--- src/rtl/rx_flow_throttle.sv ---
module rx_flow_throttle #(
  parameter int LVL_W = 8,
  parameter int DEPTH = 128,
  parameter int CHR_W = 8,
  parameter logic [CHR_W-1:0] XOFF_CHR = 8'h13,
  parameter logic [CHR_W-1:0] XON_CHR  = 8'h11
) (
  input  logic             clk,
  input  logic             rst_n,
  input  logic [LVL_W-1:0] fill_lvl,
  input  logic [LVL_W-1:0] thr_hi,
  input  logic [LVL_W-1:0] thr_lo,
  input  logic             enh_en,
  input  logic [1:0]       fix_sel,
  input  logic             inband_en,
  input  logic             rts_auto_en,
  input  logic [1:0]       dtr_mode,
  input  logic             tx_done,
  output logic             req_valid,
  output logic [CHR_W-1:0] req_char,
  output logic             rts_n,
  output logic             dtr_n,
  output logic             cfg_err
);
  localparam int QTR = DEPTH / 4;

  logic [LVL_W:0]   fix_hi;
  logic [LVL_W-1:0] hi_lvl, lo_lvl;
  logic             stopped, go_stop, go_run;

  assign fix_hi  = (LVL_W+1)'((32'(fix_sel) + 32'd1) * QTR);
  assign hi_lvl  = enh_en ? thr_hi : fix_hi[LVL_W-1:0];
  assign lo_lvl  = enh_en ? thr_lo : fix_hi[LVL_W:1];
  assign cfg_err = enh_en && (thr_lo == '0);

  assign go_stop = !stopped && (fill_lvl >= hi_lvl);
  assign go_run  = stopped && (fill_lvl < lo_lvl) && !cfg_err;

  always_ff @(posedge clk or negedge rst_n) begin
    if (!rst_n) begin
      stopped   <= 1'b0;
      req_valid <= 1'b0;
      req_char  <= '0;
    end else begin
      if (go_stop)     stopped <= 1'b1;
      else if (go_run) stopped <= 1'b0;

      if ((go_stop || go_run) && inband_en) begin
        req_valid <= 1'b1;
        req_char  <= go_stop ? XOFF_CHR : XON_CHR;
      end else if (tx_done) begin
        req_valid <= 1'b0;
      end
    end
  end

  assign rts_n = rts_auto_en && stopped;
  assign dtr_n = (dtr_mode == 2'b01) && stopped;
endmodule

--- config.mk ---
export PLATFORM = sky130hd
export DESIGN_NAME = rx_flow_throttle
export DESIGN_NICKNAME = d
export VERILOG_FILES = /design/src/rtl/rx_flow_throttle.sv
export SDC_FILE = /design/constraint.sdc
export NUM_CORES = 1
export LEC_CHECK = 0
export BUFFER_PORTS_ARGS = -buffer_cell sky130_fd_sc_hd__buf_2
export CAP_MARGIN = 20
export CELL_PAD_IN_SITES_DETAIL_PLACEMENT = 1
export CELL_PAD_IN_SITES_GLOBAL_PLACEMENT = 1
export CORE_ASPECT_RATIO = 1.1
export CORE_UTILIZATION = 28
export DETAILED_ROUTE_END_ITERATION = 7
export GPL_TIMING_DRIVEN = 1
export PLACE_DENSITY = 0.87
export SLEW_MARGIN = 10
export SYNTH_ARGS = -nofsm -noshare
export SYNTH_HDL_FRONTEND = slang
export SYNTH_SLANG_ARGS = --single-unit
--- constraint.sdc ---
create_clock -name clk -period 1.4 [get_ports clk]
set_input_delay 0.28 -clock clk [delete_from_list [all_inputs] [get_ports clk]]
set_output_delay 0.28 -clock clk [all_outputs]
set_load 0.05 [all_outputs]
==> flow_metrics.tcl <==
set metrics [dict create \
    drive_gt1_frac 0.4745 \
    clkSinkCount 4 \
    async_flop_share 1.000 \
    outcome "finished, violations left" \
    cts.reportedPaths.clkPinSlew_ns 0.04 \
    start_kind "input pin" \
    finalSetupViolCount 5 \
    max_freq_mhz 601.9 \
    fp-row-count 18 \
    crit_path_frequent_cell "o211ai_1" \
    die_area_mm2 0.002735 \
    grt.overflow.total 0 \
    grt_max_degree 17 \
    yosysTopAreaCell "ha_1" \
    fill_cells 301 \
    report.final.slew_viol_count 0 \
    synth_most_common_cell "ha_1" \
    ios 46 \
    crit_fanout 3 \
    grt_pass1_vias 903 \
    num-nets-final 189 \
    crit_arrival_ns 1.76 \
    drv_cap 0 \
    port_buffers 40 \
    cts_tree "done" \
    skew_ns 0.004972 \
    root_buffer "clkbuf_4" \
    worstSetupEndpoint "req_char[0]" \
    cp.required_ns 1.50 \
    leakagePower_nw 0.5761 \
    drc 0 \
    netlist_area_um2 708.2 \
    fin_ws_ns -0.2615 \
    ys_seq_area_frac 0.1413 \
    htreeDepth 1 \
    antenna_found_initial 0 \
    vias_per_cell 4.958 \
    synth_commonest_cells "ha_1 (16), nand2_1 (11), a21oi_1 (9), buf_4 (6), inv_1 (6)" \
    coreArea_mm2 0.002320 \
    die_width_um 49.95 \
    netlist_top_cells_area "ha_1 (28%), dfrtp_1 (14%), a21oi_1 (6.4%)" \
    irDropWorstVdd_v 0.0005172 \
    reg2reg_depth 4 \
    crit-reg2reg-launch "stopped" \
    place_congestion 0.7804 \
    grt_first_pass_wirelength_mm 3.870 \
    worstSetupPathType "in -> reg" \
    yosysWarnings 0 \
    drt_wl_total_mm 2.457 \
    clock_path_buffers 2 \
    critPathCaptureType "flop" \
    cts_buffers 3 \
    final-hold-violation-count 0 \
    yosysTopAreaCellShare 0.2827 \
    avgSynthCellArea_um2 8.140 \
    areaGrowthSynthToFinish_pct 55.30 \
    crit_path_start "fix_sel[0]" \
    violations "negative setup slack" \
    start_util 0.3053 \
    worstPathCellList "buf_8 -> ha_4 -> nor2b_4 -> a21oi_2 -> ha_1 -> o21a_1 -> o211ai_1 -> o211ai_1 -> o211ai_1" \
    cp_slowest_cell "ha_1" \
    min_period_ns 1.662 \
    slowest_delay_ns 0.30 \
    fp.dieH_um 54.75 \
    timing.reg2reg.setup_slack_ns 0.24 \
    synth_cell_type_count 29 \
    gr-usage-all-layers 0.1957 \
    hold_path.class "in -> reg" \
    rsz0062_at_grt "yes" \
    fin_crit_sh 1.187 \
    r2r-end "req_char[1]" \
    synth-edff-count 0 \
    power.density_mw_per_mm2 803.9 \
    first_iter_violations 5 \
    clk_latency_ns 0.24 \
    antenna_left 0 \
    final_util 0.4741 \
    dr.pass1.iters 2 \
    syn_inst 87 \
    vias 828 \
    ys_ff_latch 4 \
    synth_ff_type "dfrtp_1" \
    wl_per_cell_um 14.71 \
    hpwl_mm 2.102 \
    finalPower_uw 884.2 \
    antenna_cells 0 \
]
timing repair:
| action | CTS | global route |
|---|---|---|
| hold buffers | 1 | 0 |
| resized for setup | 11 | 3 |
| buffers inserted | 1 | 0 |
| pin swaps | 6 | 2 |
| endpoints found under the hold margin | 4 | 0 |
| endpoints found under the setup margin | 5 | 6 |
metal layers:
| metal | wire length, um | track usage | vias up | part of all wire |
|---|---|---|---|---|
| li1 | - | - | 406 | - |
| met1 | 869 | 0.1823 | 386 | 0.35 |
| met2 | 1466 | 0.4392 | 34 | 0.60 |
| met3 | 103 | 0.01667 | 2 | 0.042 |
| met4 | 17 | 0.07143 | 0 | 0.0069 |
| met5 | 0 | 0 | - | 0 |
cell type report:
type,count,area [um2],area share
flip-flops and latches,4,100.1,0.09101
clock buffers,3,22.52,0.02048
repair buffers,51,312.8,0.2844
multi-input cells,72,600.6,0.5461
well taps,30,37.54,0.03413
inverters,7,26.28,0.02389
critical path: cells and delay by family:
family	cells	cell delay [ns]
buf+inv	1	0.10
compound gates	5	0.71
simple gates	1	0.14
fa+ha+maj	2	0.55
flip-flops by register name (all words and copies together), names as in the netlist:
register and count:
stopped 1, req_valid 1, req_char 2
per-stage QoR:
| step | TNS [ns] | area (um2) | std cells | setup slack [ns] | hold WS, ns |
|---|---|---|---|---|---|
| 2_1_floorplan | -1.027 | 793.3 | 91 | -0.2835 | -0.01559 |
| 3_3_place_gp | -2.054 | 1018 | 162 | -0.4822 | 0.08404 |
| 3_5_place_dp | -2.597 | 1018 | 162 | -0.6826 | 0.08608 |
| 4_1_cts | -0.9466 | 1094 | 167 | -0.2609 | 0.3327 |
| 5_1_grt | -1.321 | 1100 | 167 | -0.3525 | 0.3625 |
| 6_report | -1.002 | 1100 | 167 | -0.2615 | 0.3401 |
cells by family after synthesis:
group                    count (synthesis)  share of synthesized area
AO/OA/AOI/OAI                           25                     0.2544
flip-flops                               4                     0.1413
multiplexers                             1                    0.01413
AND/OR/NAND/NOR                         25                     0.1890
adder cells (fa/ha/maj)                 16                     0.2827
other                                    1                   0.005295
buffers and inverters                   15                     0.1131
report_power, final:
part | leakage (nW) | total, mW | switching [mW] | internal (mW)
Sequential | 0.0442 | 0.175 | 0.0217 | 0.154
Clock | 0.0138 | 0.148 | 0.0518 | 0.0962
Combinational | 0.518 | 0.561 | 0.355 | 0.206
Total | 0.576 | 0.884 | 0.429 | 0.455
worst min-delay path by stage:
stage	slack (ns)	end	cells past startpoint	startpoint
final	0.34	req_valid	3	tx_done
after global routing	0.36	req_valid	3	tx_done
after CTS	0.33	req_valid	3	tx_done
after detailed placement	0.09	req_char[1]	1	rst_n
after global placement	0.08	stopped	1	rst_n
after floorplan	-0.02	req_char[0]	0	rst_n
placed cells by master, fill, tap and decap left out:
cell type,n
buf_2,35
ha_1,14
buf_4,12
nand2_1,11
a21oi_1,6
inv_1,6
o211ai_1,5
conb_1,5
dfrtp_1,4
a21oi_2,3
nor2_1,3
clkbuf_4,3
nand4_1,2
a211oi_1,2
o211a_1,2
ha_4,2
buf_6,2
nor2b_4,1
mux2i_1,1
and2_4,1
nor2b_1,1
nor4_1,1
and2_1,1
inv_2,1
nor3b_2,1
nand2b_4,1
a2111o_1,1
o21ai_0,1
o21ai_1,1
a21oi_4,1
nor4bb_1,1
o21a_1,1
a2111oi_2,1
o2bb2ai_1,1
nand2b_1,1
dlygate4sd3_1,1
buf_8,1
(Power assumes the default switching activity.)
